===== src/rtl/bridge_pkg.sv =====
package bridge_pkg;

  localparam int CMD_W  = 32;
  localparam int UA_W   = 12;
  localparam int UD_W   = 16;
  localparam int LEAD_W = 14;
  localparam logic [LEAD_W-1:0] LEAD_CODE = 14'h2000;

  typedef enum logic [3:0] {
    ST_IDLE, ST_POLL, ST_FETCH, ST_DECODE, ST_UWRITE,
    ST_UREAD, ST_LSR, ST_FIFO, ST_PACK, ST_SPIWR
  } state_e;

  typedef enum logic [2:0] {
    CMD_NONE, CMD_WRITE, CMD_READ, CMD_DUMMY, CMD_STREAM, CMD_STATUS, CMD_BAD
  } cmd_e;

  // Frame a 16-bit payload with the lead code and two zero pad bits
  function automatic logic [CMD_W-1:0] frame_resp(input logic [UD_W-1:0] p);
    return {LEAD_CODE, p, 2'b00};
  endfunction

  // Port window address: 0x200 per port plus an in-window offset
  function automatic logic [UA_W-1:0] win_addr(input logic [2:0] port,
                                               input logic [8:0] ofs);
    return {port, ofs};
  endfunction

  // Continuous-read payload: valid flag on top of 15 data bits
  function automatic logic [UD_W-1:0] stream_payload(input logic ok,
                                                     input logic [UD_W-1:0] d);
    return ok ? {1'b1, d[14:0]} : '0;
  endfunction

endpackage


===== src/rtl/bridge_cmd_decode.sv =====
module bridge_cmd_decode
  import bridge_pkg::*;
#(
  parameter logic [7:0] SUB_READ   = 8'h00,
  parameter logic [7:0] SUB_DUMMY  = 8'hFD,
  parameter logic [7:0] SUB_STREAM = 8'hFE,
  parameter logic [7:0] SUB_STATUS = 8'hFF
) (
  input  logic [CMD_W-1:0] word_i,
  output cmd_e             kind_o,
  output logic [UA_W-1:0]  addr_o,
  output logic [UD_W-1:0]  data_o,
  output logic [2:0]       port_o
);
  logic unused_gap;
  assign unused_gap = ^word_i[29:28];

  assign addr_o = word_i[27:16];
  assign data_o = word_i[15:0];
  assign port_o = word_i[27:25];

  always_comb begin
    unique case (word_i[31:30])
      2'b01: kind_o = CMD_WRITE;
      2'b10: begin
        if (word_i[7:0] == SUB_READ)        kind_o = CMD_READ;
        else if (word_i[7:0] == SUB_DUMMY)  kind_o = CMD_DUMMY;
        else if (word_i[7:0] == SUB_STREAM) kind_o = CMD_STREAM;
        else if (word_i[7:0] == SUB_STATUS) kind_o = CMD_STATUS;
        else                                kind_o = CMD_BAD;
      end
      default: kind_o = CMD_NONE;
    endcase
  end
endmodule


===== src/rtl/bridge_bus_master.sv =====
module bridge_bus_master #(
  parameter int AW = 12,
  parameter int DW = 16
) (
  input  logic          clk,
  input  logic          rst_n,
  input  logic          req_i,
  input  logic          req_wr_i,
  input  logic [AW-1:0] req_addr_i,
  input  logic [DW-1:0] req_wdata_i,
  output logic          done_o,
  output logic [DW-1:0] rdata_o,
  output logic [AW-1:0] bus_addr_o,
  output logic          bus_rd_o,
  output logic          bus_wr_o,
  output logic [DW-1:0] bus_wdata_o,
  input  logic [DW-1:0] bus_rdata_i,
  input  logic          bus_wait_i,
  input  logic          bus_rvalid_i
);
  typedef enum logic [1:0] {M_IDLE, M_REQ, M_RESP} phase_e;
  phase_e ph;

  // Completion: write accepted, or read data returned
  wire wr_accept = (ph == M_REQ) && bus_wr_o && !bus_wait_i;
  wire rd_return = (ph == M_RESP) && bus_rvalid_i;
  assign done_o  = wr_accept || rd_return;
  assign rdata_o = bus_rdata_i;

  always_ff @(posedge clk or negedge rst_n) begin
    if (!rst_n) begin
      ph          <= M_IDLE;
      bus_addr_o  <= '0;
      bus_wdata_o <= '0;
      bus_rd_o    <= 1'b0;
      bus_wr_o    <= 1'b0;
    end else begin
      unique case (ph)
        M_IDLE: if (req_i) begin
          bus_addr_o  <= req_addr_i;
          bus_wdata_o <= req_wdata_i;
          bus_wr_o    <= req_wr_i;
          bus_rd_o    <= !req_wr_i;
          ph          <= M_REQ;
        end
        M_REQ: if (!bus_wait_i) begin
          bus_rd_o <= 1'b0;
          bus_wr_o <= 1'b0;
          ph       <= bus_wr_o ? M_IDLE : M_RESP;
        end
        M_RESP: if (bus_rvalid_i) ph <= M_IDLE;
        default: ph <= M_IDLE;
      endcase
    end
  end

  // request held steady while the slave stalls
  a_r2_hold_stable: assert property (@(posedge clk) disable iff (!rst_n)
    ((bus_rd_o || bus_wr_o) && bus_wait_i) |=>
      ($stable(bus_addr_o) && $stable(bus_wdata_o) && $stable(bus_rd_o) && $stable(bus_wr_o)));

  // never read and write at once
  a_r2_one_strobe: assert property (@(posedge clk) disable iff (!rst_n)
    !(bus_rd_o && bus_wr_o));
endmodule


===== src/rtl/spi_cmd_bridge.sv =====
module spi_cmd_bridge
  import bridge_pkg::*;
#(
  parameter int         NPORTS     = 6,
  parameter int         IDLE_CYC   = 2,
  parameter int         SPI_AW     = 3,
  parameter logic [2:0] SPI_RX_OFS = 3'd0,
  parameter logic [2:0] SPI_TX_OFS = 3'd1,
  parameter logic [2:0] SPI_ST_OFS = 3'd2,
  parameter int         RRDY_BIT   = 7,
  parameter logic [8:0] LSR_OFS    = 9'h014,
  parameter logic [8:0] RXD_OFS    = 9'h000,
  parameter int         DR_BIT     = 0
) (
  input  logic              clk,
  input  logic              rst_n,
  output logic [SPI_AW-1:0] spi_addr_o,
  output logic              spi_rd_o,
  output logic              spi_wr_o,
  output logic [31:0]       spi_wdata_o,
  input  logic [31:0]       spi_rdata_i,
  input  logic              spi_wait_i,
  input  logic              spi_rvalid_i,
  output logic [11:0]       uart_addr_o,
  output logic              uart_rd_o,
  output logic              uart_wr_o,
  output logic [15:0]       uart_wdata_o,
  input  logic [15:0]       uart_rdata_i,
  input  logic              uart_wait_i,
  input  logic              uart_rvalid_i,
  input  logic [NPORTS-1:0] port_avail_i
);
  localparam int IDLE_W = $clog2(IDLE_CYC + 1);

  state_e              state;
  logic [IDLE_W-1:0]   idle_cnt;
  logic [CMD_W-1:0]    cmd_q, resp_q;
  logic [UD_W-1:0]     fifo_q;

  cmd_e                dec_kind;
  logic [UA_W-1:0]     dec_addr;
  logic [UD_W-1:0]     dec_data;
  logic [2:0]          dec_port;

  logic                spi_req, spi_req_wr, spi_done;
  logic [SPI_AW-1:0]   spi_req_addr;
  logic [CMD_W-1:0]    spi_rdata;
  logic                u_req, u_req_wr, u_done;
  logic [UA_W-1:0]     u_req_addr;
  logic [UD_W-1:0]     u_req_wdata, u_rdata;

  bridge_cmd_decode dec_i (
    .word_i (cmd_q), .kind_o (dec_kind), .addr_o (dec_addr),
    .data_o (dec_data), .port_o (dec_port)
  );

  bridge_bus_master #(.AW(SPI_AW), .DW(CMD_W)) spi_m_i (
    .clk, .rst_n,
    .req_i (spi_req), .req_wr_i (spi_req_wr), .req_addr_i (spi_req_addr),
    .req_wdata_i (resp_q), .done_o (spi_done), .rdata_o (spi_rdata),
    .bus_addr_o (spi_addr_o), .bus_rd_o (spi_rd_o), .bus_wr_o (spi_wr_o),
    .bus_wdata_o (spi_wdata_o), .bus_rdata_i (spi_rdata_i),
    .bus_wait_i (spi_wait_i), .bus_rvalid_i (spi_rvalid_i)
  );

  bridge_bus_master #(.AW(UA_W), .DW(UD_W)) uart_m_i (
    .clk, .rst_n,
    .req_i (u_req), .req_wr_i (u_req_wr), .req_addr_i (u_req_addr),
    .req_wdata_i (u_req_wdata), .done_o (u_done), .rdata_o (u_rdata),
    .bus_addr_o (uart_addr_o), .bus_rd_o (uart_rd_o), .bus_wr_o (uart_wr_o),
    .bus_wdata_o (uart_wdata_o), .bus_rdata_i (uart_rdata_i),
    .bus_wait_i (uart_wait_i), .bus_rvalid_i (uart_rvalid_i)
  );

  // Named events for the FSM and the assertions
  wire rx_ready   = spi_done && spi_rdata[RRDY_BIT];
  wire cmd_taken  = (state == ST_FETCH) && spi_done;
  wire lsr_ready  = u_rdata[DR_BIT];
  wire [UD_W-1:0] flags_payload = UD_W'(port_avail_i);

  // Bus requests per state
  always_comb begin
    spi_req      = 1'b0;
    spi_req_wr   = 1'b0;
    spi_req_addr = SPI_ST_OFS;
    u_req        = 1'b0;
    u_req_wr     = 1'b0;
    u_req_addr   = dec_addr;
    u_req_wdata  = dec_data;
    unique case (state)
      ST_POLL:   spi_req = 1'b1;
      ST_FETCH:  begin spi_req = 1'b1; spi_req_addr = SPI_RX_OFS; end
      ST_SPIWR:  begin spi_req = 1'b1; spi_req_wr = 1'b1; spi_req_addr = SPI_TX_OFS; end
      ST_UWRITE: begin u_req = 1'b1; u_req_wr = 1'b1; end
      ST_UREAD:  u_req = 1'b1;
      ST_LSR:    begin u_req = 1'b1; u_req_addr = win_addr(dec_port, LSR_OFS); end
      ST_FIFO:   begin u_req = 1'b1; u_req_addr = win_addr(dec_port, RXD_OFS); end
      default: ;
    endcase
  end

  always_ff @(posedge clk or negedge rst_n) begin
    if (!rst_n) begin
      state    <= ST_IDLE;
      idle_cnt <= '0;
      cmd_q    <= '0;
      resp_q   <= '0;
      fifo_q   <= '0;
    end else begin
      unique case (state)
        ST_IDLE: begin
          if (idle_cnt == IDLE_W'(IDLE_CYC - 1)) begin
            idle_cnt <= '0;
            state    <= ST_POLL;
          end else begin
            idle_cnt <= idle_cnt + 1'b1;
          end
        end
        ST_POLL:  if (rx_ready) state <= ST_FETCH;
        ST_FETCH: if (cmd_taken) begin
          cmd_q <= spi_rdata;
          state <= ST_DECODE;
        end
        ST_DECODE: begin
          unique case (dec_kind)
            CMD_WRITE:  state <= ST_UWRITE;
            CMD_READ:   state <= ST_UREAD;
            CMD_STREAM: state <= ST_LSR;
            CMD_STATUS: begin resp_q <= frame_resp(flags_payload); state <= ST_SPIWR; end
            CMD_BAD:    begin resp_q <= frame_resp('0); state <= ST_SPIWR; end
            default:    state <= ST_IDLE;
          endcase
        end
        ST_UWRITE: if (u_done) state <= ST_IDLE;
        ST_UREAD:  if (u_done) begin
          resp_q <= frame_resp(u_rdata);
          state  <= ST_SPIWR;
        end
        ST_LSR: if (u_done) begin
          if (lsr_ready) state <= ST_FIFO;
          else begin
            resp_q <= frame_resp(stream_payload(1'b0, '0));
            state  <= ST_SPIWR;
          end
        end
        ST_FIFO: if (u_done) begin
          fifo_q <= u_rdata;
          state  <= ST_PACK;
        end
        ST_PACK: begin
          resp_q <= frame_resp(stream_payload(1'b1, fifo_q));
          state  <= ST_SPIWR;
        end
        ST_SPIWR: if (spi_done) state <= ST_IDLE;
        default:  state <= ST_IDLE;
      endcase
    end
  end

  // no bus traffic while idling
  a_r1_quiet_idle: assert property (@(posedge clk) disable iff (!rst_n)
    (state == ST_IDLE) |-> !(spi_rd_o || spi_wr_o || uart_rd_o || uart_wr_o));

  // idle lasts two cycles before polling starts
  a_r1_idle_two: assert property (@(posedge clk) disable iff (!rst_n)
    $fell(state == ST_IDLE) |-> $past(state == ST_IDLE, 2));

  // a write command never touches the SPI core
  a_r3_no_spi_on_write: assert property (@(posedge clk) disable iff (!rst_n)
    (state == ST_UWRITE) |-> !spi_wr_o);

  // every response carries the lead code and zero pad bits
  a_r5_frame: assert property (@(posedge clk) disable iff (!rst_n)
    spi_wr_o |-> (spi_wdata_o[31:18] == LEAD_CODE && spi_wdata_o[1:0] == 2'b00));

  // the receive register is read only after line status showed data
  a_r7_fifo_gate: assert property (@(posedge clk) disable iff (!rst_n)
    $rose(state == ST_FIFO) |-> $past(uart_rvalid_i && uart_rdata_i[DR_BIT]));

  // dummy command goes straight back to idle
  a_r8_dummy_idle: assert property (@(posedge clk) disable iff (!rst_n)
    (state == ST_DECODE && dec_kind == CMD_DUMMY) |=> (state == ST_IDLE));

  // undefined opcodes are dropped
  a_r10_ignore: assert property (@(posedge clk) disable iff (!rst_n)
    (state == ST_DECODE && dec_kind == CMD_NONE) |=> (state == ST_IDLE));
endmodule


===== config.mk =====
export PLATFORM = sky130hd
export DESIGN_NAME = spi_cmd_bridge
export DESIGN_NICKNAME = d
export VERILOG_FILES = /design/src/rtl/bridge_pkg.sv /design/src/rtl/bridge_cmd_decode.sv /design/src/rtl/bridge_bus_master.sv /design/src/rtl/spi_cmd_bridge.sv
export SDC_FILE = /design/constraint.sdc
export NUM_CORES = 1
export LEC_CHECK = 0
export BUFFER_PORTS_ARGS = -buffer_cell sky130_fd_sc_hd__buf_2
export CORE_MARGIN = 10
export CORE_UTILIZATION = 50
export CTS_BUF_LIST = sky130_fd_sc_hd__clkbuf_8
export DETAILED_ROUTE_END_ITERATION = 8
export GPL_ROUTABILITY_DRIVEN = 1
export PLACE_DENSITY = 0.79
export SLEW_MARGIN = 20
export SYNTH_ARGS = -nofsm -noshare
export SYNTH_HDL_FRONTEND = slang
export SYNTH_SLANG_ARGS = --single-unit

===== constraint.sdc =====
create_clock -name clk -period 3.04 [get_ports clk]
set_clock_uncertainty 0.05 [all_clocks]
set_input_delay 0.304 -clock clk [delete_from_list [all_inputs] [get_ports clk]]
set_output_delay 0.304 -clock clk [all_outputs]
set_load 0.01 [all_outputs]

==> results.yml <==
timing:
  finalCriticalPeriod_ps: 2654
  finalCritPeriodShare_pct: 87.30
  finalHoldViolCount: 0
  final-setup-viol-count: 0
  grt_setup_unrepaired: "false"
  tightestPinTransition_ps: 1007
  max_freq_mhz: 376.8
  slew_headroom_pct: 32.89
  tns_ps: 0
  slew_violations: 0
detailed_routing:
  wl_per_cell_um: 17.15
  drc: 0
  drt_iter0_markers: 257
  vias_per_cell: 5.269
  drt-total-wl_um: 12750
  vias: 3915
  drt_pass1_iterations: 4
  postRouteAntennaNets: 0
layout:
  final_nets: 652
  diodes: 0
  mostFrequentLayoutCells: "123 x dfrtp_1, 107 x buf_2, 84 x nand2_1"
  syn_to_final_growth_pct: 19.40
  final_area_mm2: 0.006578
  final_common_cell: "dfrtp_1"
  drive_gt1_share_pct: 39.14
power_and_ir_drop:
  total_power_mw: 6.760
  pwr-share-seq_pct: 42.5
  vdd_ir_drop_max_mv: 0.5343
  comb_power_share_pct: 35.1
  p_per_area_mw_per_mm2: 1028
  p_int_mw: 4.302
  leakagePower_nw: 3.387
  power_switching_mw: 2.458
  swShare_pct: 36.37
  clkPwrFrac_pct: 22.4
clock_network:
  cts_tree: "yes"
  htreeDepth: 4
  clkTransAtPathRegs_ps: 80
  clock-sinks: 123
  clk_path_buf_depth: 2
  cts_made_buffers: 17
  clk_latency_ps: 440
  cts_root_buffer: "clkbuf_8"
  cts_resized: 0
floorplanning:
  die_y_um: 125.0
  die_w_um: 125.0
  num_rows: 38
  ios: 127
  design.core.area_mm2: 0.01079
  start_util_pct: 51.04
  die_area_mm2: 0.01562
synth:
  synth_area_per_cell_um2: 11.53
  synth_edf_count: 0
  yosysWarnings: 0
  ys_seq_elements: 123
  syn_inst: 478
  ys_seq_area_share_pct: 55.87
  ys_types: 52
  syn_area_mm2: 0.005509
  ys.flop_type: "dfrtp_1"
  async_flop_share_pct: 100.0
worst_hold_path:
  min_delay_path_depth: 2
  whs_endpoint: "cmd_q[11]"
  hp-class: "in2reg"
  hold_path_startpoint: "spi_rdata_i[11]"
global_route:
  grt_overflow_total: 0
  grt_pass1_vias: 4193
  grt_usage_pct: 16.58
  grt_max_degree: 82
  antenna_found_initial: 0
  grt_pass1_wl_um: 21320
worst_setup_path:
  timing.reg2reg.worst_path_depth: 8
  required_ps: 3310
  r2r_end: "resp_q[4]"
  crit_path_start_kind: "register"
  end_kind: "register"
  critPathKind: "reg2reg"
  cp_max_fo: 17
  r2r_start: "cmd_q[30]"
  reg2reg_setup_slack_ps: 390
  cp.arrival_ps: 2920
place:
  place_area_mm2: 0.006146
  numPortBuffers: 108
  place_congestion: 0.8430
  place_hpwl_um: 8939
run_status:
  status: "completed"
flow_run:
  maxCapViolCount: 0
## synth_stat cells (2+ instances only)
master	n	area share [%]
and2_1	3	0.34
a21o_1	3	0.41
clkbuf_1	17	1.2
ha_1	2	0.45
a32o_1	2	0.36
mux2_4	8	2.2
mux2i_1	2	0.36
nand3_1	10	0.91
mux2_2	69	14
nand2b_1	6	0.68
o21ai_0	16	1.5
a31oi_1	3	0.34
dfrtp_1	123	56
nor2b_1	2	0.23
a41oi_1	2	0.32
nor2_1	14	0.95
nor3_1	12	1.1
a22o_1	10	1.6
a32oi_1	2	0.32
inv_1	14	0.95
buf_2	4	0.36
a21oi_1	14	1.3
or3_1	2	0.23
xor2_1	2	0.32
buf_4	16	2.2
nand2_1	84	5.7
nor4_1	2	0.23
a22oi_1	7	0.95
buf_6	2	0.41
o21bai_1	3	0.41
## power groups by stage
| stage | clock network [mW] | registers (mW) | logic (mW) |
|---|---|---|---|
| 6_report | 1.51 | 2.87 | 2.38 |
| 5_1_grt | 1.63 | 2.97 | 2.65 |
| 4_1_cts | 1.55 | 2.87 | 2.42 |
| 3_5_place_dp | 0 | 2.89 | 2.40 |
| 3_3_place_gp | 0 | 2.83 | 2.29 |
| 2_1_floorplan | 0 | 2.82 | 1.67 |
## critical path: stages (launching register included)
cell	delay [ps]
dfrtp_1	360
inv_1	50
ha_1	330
nand2b_1	230
nor3_4	160
or3b_4	430
a221oi_4	220
buf_4	330
mux2_2	370
## through the flow
step / std cells / hold slack [ps] / setup slack (ps) / util, %
after floorplan: 493 / -41.59 / 550.4 / -
after global placement: 710 / 275.3 / 487.1 / 56.94
after detailed placement: 710 / 285.6 / 404.3 / 56.94
after CTS: 743 / 14.72 / 385.5 / 60.94
after global routing: 743 / 10.09 / 241.7 / 60.94
final: 743 / 36.84 / 386.1 / 60.94
## sequential cells by signal, summed over array words and instances (netlist names), 4 cells and up
register	count
cmd_q	30
resp_q	17
spi_m_i.bus_wdata_o	17
uart_m_i.bus_wdata_o	16
fifo_q	15
uart_m_i.bus_addr_o	12
state	4
## cell families after synthesis
logic type / Yosys count / share of synthesized area [%]
simple gates: 147 / 12.45
flops: 123 / 55.87
mux: 79 / 16.65
compound gates: 68 / 8.631
buf+inv: 55 / 5.405
xor+xnor: 3 / 0.4770
fa+ha+maj: 2 / 0.4542
other cells: 1 / 0.06807
## routing by layer
metal / GRT usage, % / vias to the layer above / wire (um)
met2: 26.60 / 128 / 6164
met5: 0 / - / 0
li1: - / 1845 / -
met4: 4.946 / 0 / 171
met3: 8.745 / 20 / 1134
met1: 18.87 / 1922 / 5276
## worst max-delay path by stage
stage,from,end,slack (ps),depth (start not counted)
2_1_floorplan,cmd_q[30],resp_q[10],550,8
3_3_place_gp,cmd_q[30],resp_q[5],490,9
3_5_place_dp,cmd_q[30],resp_q[2],400,8
4_1_cts,cmd_q[30],resp_q[4],390,8
5_1_grt,state[0],resp_q[8],240,6
6_report,cmd_q[30],resp_q[4],390,8
## final cells by class
| class | instances | area [um2] |
|---|---|---|
| fill | 864 | 4215 |
| inverter | 15 | 56.30 |
| tap | 140 | 175.2 |
| multi-input combinational | 315 | 2213 |
| timing repair buffer | 118 | 633.1 |
| clock inverter | 11 | 132.6 |
| sequential | 123 | 3078 |
| clock buffer | 21 | 289.0 |
## what timing repair did
| action | CTS | global route |
|---|---|---|
| buffers inserted | 0 | 0 |
| hold buffers | 1 | 0 |
| setup endpoints to repair | 0 | 0 |
| hold endpoints to repair | 42 | 0 |
Power figures use the tool's default switching activity.
